==> config.mk <==
export PLATFORM = sky130hd
export DESIGN_NAME = jabber_guard
export DESIGN_NICKNAME = d
export VERILOG_FILES = /design/src/rtl/jab_pkg.sv /design/src/rtl/jab_tick_gen.sv /design/src/rtl/jab_run_timer.sv /design/src/rtl/jab_lockout.sv /design/src/rtl/jab_status.sv /design/src/rtl/jabber_guard.sv
export SDC_FILE = /design/constraint.sdc
export NUM_CORES = 1
export LEC_CHECK = 0
export BUFFER_PORTS_ARGS = -buffer_cell sky130_fd_sc_hd__buf_4
export CORE_MARGIN = 2
export CORE_UTILIZATION = 25
export CTS_CLUSTER_SIZE = 8
export DETAILED_ROUTE_END_ITERATION = 8
export GPL_TIMING_DRIVEN = 0
export PLACE_DENSITY_LB_ADDON = 0.15
export SLEW_MARGIN = 20
export SYNTH_ARGS = -nofsm -noshare
export SYNTH_HDL_FRONTEND = slang
export SYNTH_SLANG_ARGS = --single-unit
==> constraint.sdc <==
create_clock -name clk -period 3.1 [get_ports clk]
set_clock_uncertainty 0.05 [all_clocks]
set_input_delay 0.93 -clock clk [delete_from_list [all_inputs] [get_ports clk]]
set_output_delay 0.93 -clock clk [all_outputs]
set_load 0.01 [all_outputs]
==> src/rtl/jab_pkg.sv <==
package jab_pkg;
  typedef enum logic {
    ST_WATCH = 1'b0,
    ST_LOCK  = 1'b1
  } jab_state_e;

  typedef struct packed {
    logic ended;
    logic started;
  } jab_flags_t;
endpackage

==> src/rtl/jab_tick_gen.sv <==
module jab_tick_gen #(
  parameter int TICK_DIV = 256000
) (
  input  logic clk,
  input  logic rst,
  input  logic tick_en,
  output logic tick
);
  localparam int CNT_W = (TICK_DIV > 1) ? $clog2(TICK_DIV) : 1;

  generate
    if (TICK_DIV == 1) begin : g_direct
      assign tick = tick_en;
    end else begin : g_divider
      localparam logic [CNT_W-1:0] LAST = CNT_W'(TICK_DIV - 1);
      logic [CNT_W-1:0] cnt;

      always_ff @(posedge clk) begin
        if (rst) begin
          cnt <= '0;
        end else if (tick_en) begin
          if (cnt == LAST) cnt <= '0;
          else             cnt <= cnt + 1'b1;
        end
      end

      assign tick = tick_en && (cnt == LAST);
    end
  endgenerate
endmodule

==> src/rtl/jab_run_timer.sv <==
module jab_run_timer #(
  parameter int LIMIT_W = 8
) (
  input  logic               clk,
  input  logic               rst,
  input  logic               tick,
  input  logic               tx_active,
  input  logic               hold,
  input  logic [LIMIT_W-1:0] limit,
  output logic               fire
);
  localparam int EXT_W = LIMIT_W + 1;

  logic [LIMIT_W-1:0] run_cnt;
  logic [EXT_W-1:0]   next_cnt;
  logic               armed;

  assign armed    = tx_active && !hold && (limit != '0);
  assign next_cnt = {1'b0, run_cnt} + EXT_W'(1);
  assign fire     = armed && tick && (next_cnt >= {1'b0, limit});

  always_ff @(posedge clk) begin
    if (rst || !armed) begin
      run_cnt <= '0;
    end else if (tick) begin
      if (fire) run_cnt <= '0;
      else      run_cnt <= next_cnt[LIMIT_W-1:0];
    end
  end
endmodule

==> src/rtl/jab_lockout.sv <==
module jab_lockout
  import jab_pkg::*;
#(
  parameter int LOCK_TICKS = 1465
) (
  input  logic clk,
  input  logic rst,
  input  logic tick,
  input  logic start,
  output logic locked,
  output logic done
);
  localparam int LK_W = (LOCK_TICKS > 1) ? $clog2(LOCK_TICKS) : 1;
  localparam logic [LK_W-1:0] LK_LAST = LK_W'(LOCK_TICKS - 1);

  jab_state_e       state;
  logic [LK_W-1:0]  lk_cnt;

  assign locked = (state == ST_LOCK);
  assign done   = locked && tick && (lk_cnt == LK_LAST);

  always_ff @(posedge clk) begin
    if (rst) begin
      state  <= ST_WATCH;
      lk_cnt <= '0;
    end else begin
      case (state)
        ST_WATCH: begin
          lk_cnt <= '0;
          if (start) state <= ST_LOCK;
        end
        ST_LOCK: begin
          if (tick) begin
            if (lk_cnt == LK_LAST) begin
              state  <= ST_WATCH;
              lk_cnt <= '0;
            end else begin
              lk_cnt <= lk_cnt + 1'b1;
            end
          end
        end
        default: state <= ST_WATCH;
      endcase
    end
  end
endmodule

==> src/rtl/jab_status.sv <==
module jab_status
  import jab_pkg::*;
(
  input  logic       clk,
  input  logic       rst,
  input  logic       set_on,
  input  logic       set_off,
  input  logic [1:0] clr,
  output logic       jab_on,
  output logic       jab_off,
  output logic       irq
);
  jab_flags_t flags_q, flags_d;

  always_comb begin
    flags_d.started = set_on  | (flags_q.started & ~clr[0]);
    flags_d.ended   = set_off | (flags_q.ended   & ~clr[1]);
  end

  always_ff @(posedge clk) begin
    if (rst) begin
      flags_q <= '0;
      irq     <= 1'b0;
    end else begin
      flags_q <= flags_d;
      irq     <= flags_d.started | flags_d.ended;
    end
  end

  assign jab_on  = flags_q.started;
  assign jab_off = flags_q.ended;
endmodule

==> src/rtl/jabber_guard.sv <==
module jabber_guard #(
  parameter int LIMIT_W    = 8,
  parameter int TICK_DIV   = 256000,
  parameter int LOCK_TICKS = 1465
) (
  input  logic               clk,
  input  logic               rst,
  input  logic               tick_en,
  input  logic               tx_active,
  input  logic [LIMIT_W-1:0] limit,
  input  logic [1:0]         status_clr,
  output logic               tx_inhibit,
  output logic               jab_on,
  output logic               jab_off,
  output logic               irq
);
  logic tick;
  logic fire;
  logic locked;
  logic lock_done;

  jab_tick_gen #(.TICK_DIV(TICK_DIV)) u_tick (
    .clk     (clk),
    .rst     (rst),
    .tick_en (tick_en),
    .tick    (tick)
  );

  jab_run_timer #(.LIMIT_W(LIMIT_W)) u_run (
    .clk       (clk),
    .rst       (rst),
    .tick      (tick),
    .tx_active (tx_active),
    .hold      (locked),
    .limit     (limit),
    .fire      (fire)
  );

  jab_lockout #(.LOCK_TICKS(LOCK_TICKS)) u_lock (
    .clk    (clk),
    .rst    (rst),
    .tick   (tick),
    .start  (fire),
    .locked (locked),
    .done   (lock_done)
  );

  jab_status u_stat (
    .clk     (clk),
    .rst     (rst),
    .set_on  (fire),
    .set_off (lock_done),
    .clr     (status_clr),
    .jab_on  (jab_on),
    .jab_off (jab_off),
    .irq     (irq)
  );

  assign tx_inhibit = locked;
endmodule

Yosys cells after proc, flatten, opt, wreduce, memory -nomap -nowiden
Cells that the tools add are included.
{ "word_totals": {"ff_bits": 41, "output_inout_bits": 4, "inputBits": 14} }
{ "classes": {"reduce_logical": 11, "muxes": 9, "eq_ne": 3, "addsub": 3, "n_bitwise": 8, "n_lt_le_gt_ge": 1} }
{ "op_table": {"columns": ["op", "n"], "rows": [
  ["$mux W11", 2],
  ["$pmux W11 S2", 1],
  ["$add A18 B1 Y18 const B", 1],
  ["$eq A18 B18 Y1 const B", 1],
  ["$mux W18", 1],
  ["$add A11 B1 Y11 const B", 1],
  ["$eq A11 B11 Y1 const B", 1],
  ["$add A8 B1 Y9 const B", 1],
  ["$ge A9 B8 Y1", 1],
  ["$mux W8", 1],
  ["$reduce_bool A8 Y1", 1],
  ["$logic_and A1 B1 Y1", 7],
  ["$mux W1", 3],
  ["$not A1 Y1", 3],
  ["$or A1 B1 Y1", 3],
  ["$and A1 B1 Y1", 2],
  ["$logic_not A1 Y1", 2],
  ["$ne A2 B1 Y1 const B", 1],
  ["$pmux W1 S2", 1],
  ["$logic_or A1 B1 Y1", 1]
]} }

Longest topological paths before layout
Gate-level depths: netlist (run 1).
{ "logic_depth": {"depth_word": 7, "depth_mapped": 10} }

Hierarchy
From an unflattened synthesis (run 1), not the netlist that was laid out.
{ "hier_totals": {"cells_unflattened": 287, "hier_area_um2": 2437.3} }
{ "modules_own_cells": {"columns": ["module", "cells_each", "area_per_inst_um2", "seq_area_each_um2", "n_inst"], "rows": [
  ["jab_tick_gen", 97, 854.6, 360.3, 1],
  ["jab_run_timer", 96, 753.2, 160.2, 1],
  ["jab_lockout", 84, 723.2, 240.2, 1],
  ["jab_status", 10, 106.4, 60.1, 1]
]} }

Worst setup path before layout (run 1)
Ideal clock, no wire load.
{ "synth_path": {"kind": "input to register", "from": "input tick_en", "to": "register u_lock.lk_cnt[5]", "arrival_time_ns": 2.311, "path_stages": 7, "path_slack_ns": 0.682, "path_cell_list": "nand3_1 or2_2 buf_2 or4_1 buf_2 o22ai_1 a21o_1"} }
{ "synth_via": {"elab_chain_len": 2} }
{ "synth_lines": {"columns": ["element", "line", "text"], "rows": [
  ["start, declared", "jabber_guard.sv:8", "input logic tick_en,"],
  ["$logic_and A1 B1 Y1", "jab_tick_gen.sv:27", "assign tick = tick_en && (cnt == LAST);"],
  ["$ne A2 B1 Y1 (no line)", null, null],
  ["end signal, assigned", "jab_lockout.sv:38", "lk_cnt <= lk_cnt + 1'b1;"],
  ["end, declared", "jab_lockout.sv:17", "logic [LK_W-1:0] lk_cnt;"]
]} }
No other way between the ends.
A chain may end at the register's enable or synchronous reset.

Final worst setup path (run 1)
{ "layout_path": {"from": "register u_run.run_cnt[0]", "to": "register u_run.run_cnt[3]"} }
{ "layout_via": {"elab_chain_len": 4} }
{ "layout_lines": {"columns": ["element", "line", "text"], "rows": [
  ["start, declared", "jab_run_timer.sv:14", "logic [LIMIT_W-1:0] run_cnt;"],
  ["start signal, assigned", "jab_run_timer.sv:27", "else run_cnt <= next_cnt[LIMIT_W-1:0];"],
  ["$add A8 B1 Y9 (*)", "jab_run_timer.sv:19", "assign next_cnt = {1'b0, run_cnt} + EXT_W'(1);"],
  ["$ge A9 B8 Y1", "jab_run_timer.sv:20", "assign fire = armed && tick && (next_cnt >= {1'b0, limit});"],
  ["$logic_and A1 B1 Y1", "jab_run_timer.sv:20", null],
  ["$mux W8 (*)", "jab_run_timer.sv:26", "if (fire) run_cnt <= '0;"]
]} }
Mark *: on every way between the ends. The rest lies on a longest branch, timed or not.

==> results of run 1 <==
## layout make-up
type | count | area, µm²
Clock inverter | 1 | 30.0
Tap cell | 108 | 135
Buffer | 8 | 35.0
Fill cell | 965 | 6070
Timing Repair Buffer | 17 | 128
Sequential cell | 41 | 821
Inverter | 11 | 41.3
Multi-Input combinational cell | 205 | 1340
Clock buffer | 7 | 86.3
## repair_timing
action | CTS | global route
gates resized for setup | 0 | 1
setup endpoints to repair | 0 | 2
endpoints found under the hold margin | 0 | 0
## worst max-delay path: stages (launching register included)
cell and delay [ns]:
dfxtp_1 0.40, ha_1 0.22, and3_1 0.25, nand3_1 0.13, xnor2_1 0.15, ha_1 0.29, and3_1 0.17, nand3_1 0.08
o211a_1 0.25, o21ai_1 0.43, nor2_1 0.10
## state kept, by name, summed over array words and instances (netlist names)
signal / count
u_tick.g_divider.cnt: 18
u_stat.irq: 1
u_lock.locked: 1
u_stat.jab_on: 1
u_lock.lk_cnt: 11
u_run.run_cnt: 8
u_stat.jab_off: 1
## final timing paths
check | end | slack, ns
worst max-delay path | u_run.run_cnt[3]$_SDFFE_PP0P_ | 0.44
worst max register to register | u_run.run_cnt[3]$_SDFFE_PP0P_ | 0.44
worst min-delay path | u_run.run_cnt[1]$_SDFFE_PP0P_ | 0.43
worst min register to register | u_run.run_cnt[1]$_SDFFE_PP0P_ | 0.43
## per-layer routing
metal  GRT usage, %  up-vias  part of all wire [%]
li1               -      974                     -
met1           14.4      831                    52
met2           16.7       26                    43
met3           2.48        5                   4.2
met4           3.16        0                   1.2
met5              0        -                     0
## cells in the final DEF (no fill, tap or decap), drive strengths merged, types with 6 or more instances in the layout
cell,n
and2,6
nand4,6
inv,11
a21oi,11
dfxtp,41
nand2,18
and3,8
clkbuf,12
o21ai,6
xnor2,14
nor3,10
ha,12
nand3,16
nor2,36
buf,20
xor2,16
## power groups by stage
stage          Sequential, mW  Combinational, mW  Clock (mW)
2_1_floorplan           0.542             0.0184           0
3_3_place_gp            0.542             0.0386           0
3_5_place_dp            0.542             0.0388           0
4_1_cts                 0.530             0.0389       0.470
5_1_grt                 0.530             0.0439       0.496
6_report                0.530             0.0379       0.452
## stage by stage
| step | setup slack [ns] | utilization (%) | area (µm²) |
|---|---|---|---|
| after detailed placement | -0.0516 | 28.7 | 2490 |
| after global placement | -0.0102 | 28.7 | 2490 |
| after CTS | 0.267 | 30.1 | 2610 |
| final | 0.442 | 30.1 | 2610 |
| after global routing | 0.169 | 30.1 | 2610 |
| after floorplan | 0.682 | - | 2230 |
## logic make-up (layout without fill, tap and decap cells)
kind of cell	after synthesis	in the layout	share of synthesized area, %
AO/OA/AOI/OAI	37	37	10.6
flip-flops	41	41	36.8
XOR/XNOR	30	30	11.8
adder cells (fa/ha/maj)	12	12	6.73
AND/OR/NAND/NOR	125	125	30.2
buffers and inverters	19	44	3.42
multiplexers	1	1	0.449
==> summary.md, run 1 <==
| Metric | Value |
|---|---|
| Io pins | 18 |
| Worst Hold Depth | 2 |
| Hold Crit Class | reg2reg |
| Worst VDD drop | 0.000174 V |
| Slew headroom | 58.6% |
| Yosys reg bits | 41 |
| Placed cell count | 390 |
| Row count | 34 |
| Syn Inst Count | 265 |
| Endpoints failing setup | 0 |
| Clk sinks | 41 |
| Post-Route WL | 4800 µm |
| Core area | 8680 µm² |
| Top-area cell type share of the netlist area | 36.8% |
| CP Class | reg2reg |
| Synthesis warning total | 0 |
| Top_reg_cell synth | dfxtp_1 |
| Longest Clk Path Bufs | 2 |
| Total grt overflow | 0 |
| Critical path arrival | 2.77 ns |
| Net switching fraction of the power | 20.6% |
| Reg-to-reg startpoint | u_run.run_cnt[0]$_SDFFE_PP0P_ |
| Nets | 315 |
| CP Launch Type | flip-flop |
| Tot Pwr | 1.02 mW |
| Port bufs | 17 |
| Post-Syn Area per Cell | 8.42 µm² |
| Max-Cap Viols | 0 |
| Routability Congestion | 0.738 |
| Syn_nets | 291 |
| Hold Startpoint | u_run.run_cnt[1]$_SDFFE_PP0P_ |
| Iter 0 DRT Violations | 41 |
| Req. time, crit path | 3.21 ns |
| Post-DP HPWL | 3660 µm |
| Unrepaired setup endpoints after global routing | false |
| Slew Viols, Final | 0 |
| Layout cells sized above 1 | 12.4% |
| Maximum clock rate | 376 MHz |
| Clock share of power | 44.3% |
| Final Cycle Share | 85.7% |
| Global-route wire length before repair | 8310 µm |
| Initial antenna violation count | 0 |
| GR Util All Layers | 10.6% |
| Vias in the first global route | 1772 |
| Final Critical Period | 2.66 ns |
| Die X | 98.5 µm |
| DRT antenna net count | 0 |
| Diode count | 0 |
| Logic pwr share | 3.7% |
| Reg power frac | 52.0% |
| Register-to-Register Path Depth | 10 |
| Synth top cells by count | dfxtp_1, nor2_1, nand2_1 |
| Setup tns final | 0 ns |
| Register area share after synthesis | 36.8% |
| Initial cell density of the core | 25.7% |
| Syn Std Cell Area | 2230 µm² |
| Largest net degree at the start of global routing | 13 |
| DR vias | 1836 |
| Fin cells | 398 |
| Average wire per standard cell | 12.1 µm |
| Top cell type by total area after synthesis | dfxtp_1 |
| Post-synth cell types | 45 |
| Int Power | 0.810 mW |
| H-tree levels | 2 |
| Root Driver | clkbuf_8 |
| CTS Buf Count | 5 |
| Pwr dens | 390 nW/µm² |
| Hold Fails Final Rpt | 0 |
| Post-CTS Setup Bufs | 0 |
| Worst Path Max Fanout | 7 |
| Die height | 98.5 µm |
| Outcome | completed |
| Post-synth EDFFs | 0 |
| TritonRoute pass-1 iters | 4 |
| NetSw | 0.210 mW |
| Number of remaining DRC errors | 0 |
| CTS hold repair buffers | 0 |
| WHS | 0.429 ns |
| Die ar. | 9700 µm² |
| TritonCTS clock tree | done |
| Async set-reset flop share out of synthesis | 0% |
| Endpoint type of the worst setup path | flip-flop |
| Worst-margin pin slew | 0.619 ns |
| Area Overhead vs Synth | 17.1% |
| Vias per cell | 4.61 |
| Largest cells by area after synthesis | dfxtp_1, ha_1, xor2_1 |
| Top-count cell post-synth | dfxtp_1 |
| Clock slew at reported path FFs | 0.08 ns |
| Worst-skew pair later-pin latency | 0.30 ns |
| Pleak | 1.01 nW |
| CP Launch Point | u_run.run_cnt[0]$_SDFFE_PP0P_ |
Power figures use the tool's default switching activity.
==> run 2, diff against run 1 <==
Settings changed: SYNTH_HIERARCHICAL set to 1.
==> summary.md, run 2 <==
| Metric | Value |
|---|---|
| CP Class | reg2reg |
| Unrepaired setup endpoints after global routing | false |
| CP Launch Type | flip-flop |
| Pleak | 1.05 nW |
| GR Util All Layers | 11.4% |
| Critical path arrival | 3.04 ns |
| Endpoint type of the worst setup path | flip-flop |
| NetSw | 0.212 mW |
| Post-synth EDFFs | 0 |
| DRT antenna net count | 0 |
| Total grt overflow | 0 |
| Register-to-Register Path Depth | 12 |
| Clk sinks | 41 |
| Post-DP HPWL | 4310 µm |
| Largest regs | u_tick/g_divider.cnt (18), u_lock/lk_cnt (11), u_run/run_cnt (8) |
| Placement Cell Area | 2730 µm² |
| Die height | 103 µm |
| DR vias | 2163 |
| Synthesis warning total | 6 |
| Global-route wire length before repair | 9630 µm |
| Hold Fails Final Rpt | 0 |
| CTS Buf Count | 5 |
| Worst-margin pin slew | 0.487 ns |
| Root Driver | clkbuf_8 |
| Int Power | 0.868 mW |
| Max-Cap Viols | 0 |
| Top-count cell post-synth | dfxtp_1 |
| Most frequent cells in the layout | dfxtp_1, nor2_1, nand4_1 |
| Vias per cell | 4.85 |
| Most flops, register | u_tick/g_divider.cnt |
| Hold Crit Class | reg2reg |
| WHS | 0.455 ns |
| Row count | 36 |
| Outcome | completed |
| Final Critical Period | 2.92 ns |
| Die X | 103 µm |
| Largest cells by area after synthesis | dfxtp_1, ha_1, nand4_1 |
| Initial cell density of the core | 25.3% |
| Reg-to-reg slack, setup | 0.18 ns |
| TritonCTS clock tree | done |
| Yosys reg bits | 41 |
| Io pins | 18 |
| Design area | 2900 µm² |
| Number of remaining DRC errors | 0 |
| Routability Congestion | 0.814 |
| Maximum clock rate | 342 MHz |
| Post-Route WL | 5780 µm |
| Diode count | 0 |
| Clock share of power | 47.1% |
| Clock slew at reported path FFs | 0.08 ns |
| Syn Std Cell Area | 2440 µm² |
| Worst VDD drop | 0.000151 V |
| Synth top cells by count | dfxtp_1, nor2_1, nand4_1 |
| Top_reg_cell synth | dfxtp_1 |
| Average wire per standard cell | 13.0 µm |
| Post-Syn Area per Cell | 8.49 µm² |
| Finished Core Util | 30.0% |
| Layout cells sized above 1 | 15.7% |
| R2R Path End | u_stat/irq$_SDFF_PP0_ |
| Syn Inst Count | 287 |
| Net switching fraction of the power | 19.6% |
| TritonRoute pass-1 iters | 4 |
| CP Launch Point | u_run/run_cnt[0]$_SDFFE_PP0P_ |
| Nets | 338 |
| Most common cell after layout, fill and taps aside | dfxtp_1 |
| Logic pwr share | 3.7% |
| Die ar. | 10600 µm² |
| Largest register FFs | 18 |
| CP endpoint | u_stat/irq$_SDFF_PP0_ |
| Worst Path Max Fanout | 10 |
| Setup tns final | 0 ns |
| Area Overhead vs Synth | 18.8% |
| Async set-reset flop share out of synthesis | 0% |
| Final Cycle Share | 94.3% |
| Longest Clk Path Bufs | 2 |
| Reg power frac | 49.1% |
| Worst-skew pair later-pin latency | 0.29 ns |
| H-tree levels | 2 |
| Core area | 9640 µm² |
| Post-synth cell types | 55 |
| Iter 0 DRT Violations | 91 |
| Reg-to-reg startpoint | u_run/run_cnt[0]$_SDFFE_PP0P_ |
| Endpoints failing setup | 0 |
| Initial antenna violation count | 0 |
| Largest net degree at the start of global routing | 16 |
| Req. time, crit path | 3.22 ns |
| Register area share after synthesis | 33.7% |
| Top-area cell type share of the netlist area | 33.7% |
| Pwr dens | 373 nW/µm² |
| Slew Viols, Final | 0 |
| Slew headroom | 67.5% |
| Top cell type by total area after synthesis | dfxtp_1 |
| Vias in the first global route | 1981 |
| Syn_nets | 313 |
| Port bufs | 17 |
==> run 2: cell types whose count changed in the layout (fill, tap and decap cells not counted), sizes merged, moves of 6 or more <==
cell	change
a21oi	+6
nand4	+15
inv	+6
nor2	-14
nand2b	+12
xor2	-6
==> run 2: how the worst min path moves through the flow <==
stage	slack, ns	cells past startpoint	to	from
after floorplan	0.42	2	u_run/run_cnt[7]$_SDFFE_PP0P_	u_run/run_cnt[7]$_SDFFE_PP0P_
after global placement	0.45	2	u_run/run_cnt[1]$_SDFFE_PP0P_	u_run/run_cnt[1]$_SDFFE_PP0P_
after CTS	0.46	2	u_tick/g_divider.cnt[17]$_SDFFE_PP0P_	u_tick/g_divider.cnt[17]$_SDFFE_PP0P_
final	0.46	2	u_tick/g_divider.cnt[17]$_SDFFE_PP0P_	u_tick/g_divider.cnt[17]$_SDFFE_PP0P_
after detailed placement	0.45	2	u_tick/g_divider.cnt[17]$_SDFFE_PP0P_	u_tick/g_divider.cnt[17]$_SDFFE_PP0P_
after global routing	0.49	2	u_run/run_cnt[1]$_SDFFE_PP0P_	u_run/run_cnt[1]$_SDFFE_PP0P_
==> run 2: metrics by stage <==
stage,instances,setup slack [ns],total power [mW]
after CTS,446,0.143,1.10
after detailed placement,437,-0.794,0.585
after floorplan,287,0.126,0.561
after global routing,446,0.00258,1.13
final,446,0.176,1.08
after global placement,437,-0.839,0.584
==> run 2: timing repair <==
item,in CTS,in global routing
buffers inserted,1,0
setup endpoints to repair,11,0
hold buffers,0,0
resized for setup,4,0
==> run 2: layer usage <==
metal,global-route usage [%],wire length (µm),vias up
li1,-,-,1118
met1,16.4,3020,991
met2,17.8,2490,50
met3,1.83,208,4
met4,2.73,55,0
met5,0,0,-
==> run 2: worst max-delay path: stages (launching register included) <==
cell	delay (ns)
dfxtp_1	0.44
ha_1	0.28
inv_1	0.11
or3_1	0.42
xnor2_1	0.16
ha_1	0.30
and3_4	0.18
a221oi_2	0.22
o31a_2	0.21
buf_6	0.14
a21oi_1	0.09
inv_1	0.12
a41oi_2	0.11
==> run 2: logic make-up (layout without fill, tap and decap cells) <==
kind of cell	Yosys count	count (layout)	share of synthesized area (%)
simple gates	135	135	33.5
compound gates	52	52	14.4
flops	41	41	33.7
buf+inv	26	52	4.57
xor+xnor	20	20	7.19
fa+ha+maj	12	12	6.16
mux	1	1	0.462
==> run 2: cell type report <==
| cell class | count | area (µm²) |
|---|---|---|
| Multi-Input combinational cell | 220 | 1530 |
| Buffer | 9 | 47.5 |
| Inverter | 17 | 63.8 |
| Clock inverter | 3 | 65.1 |
| Fill cell | 1069 | 6740 |
| Sequential cell | 41 | 821 |
| Tap cell | 133 | 166 |
| Timing Repair Buffer | 18 | 135 |
| Clock buffer | 5 | 68.8 |
==> run 2: power groups by stage <==
| stage | sequential, mW | combinational (mW) | clock (mW) |
|---|---|---|---|
| after floorplan | 0.543 | 0.0181 | 0 |
| after global placement | 0.543 | 0.0409 | 0 |
| after detailed placement | 0.543 | 0.0414 | 0 |
| after CTS | 0.531 | 0.0415 | 0.530 |
| after global routing | 0.531 | 0.0461 | 0.550 |
| final | 0.531 | 0.0404 | 0.509 |
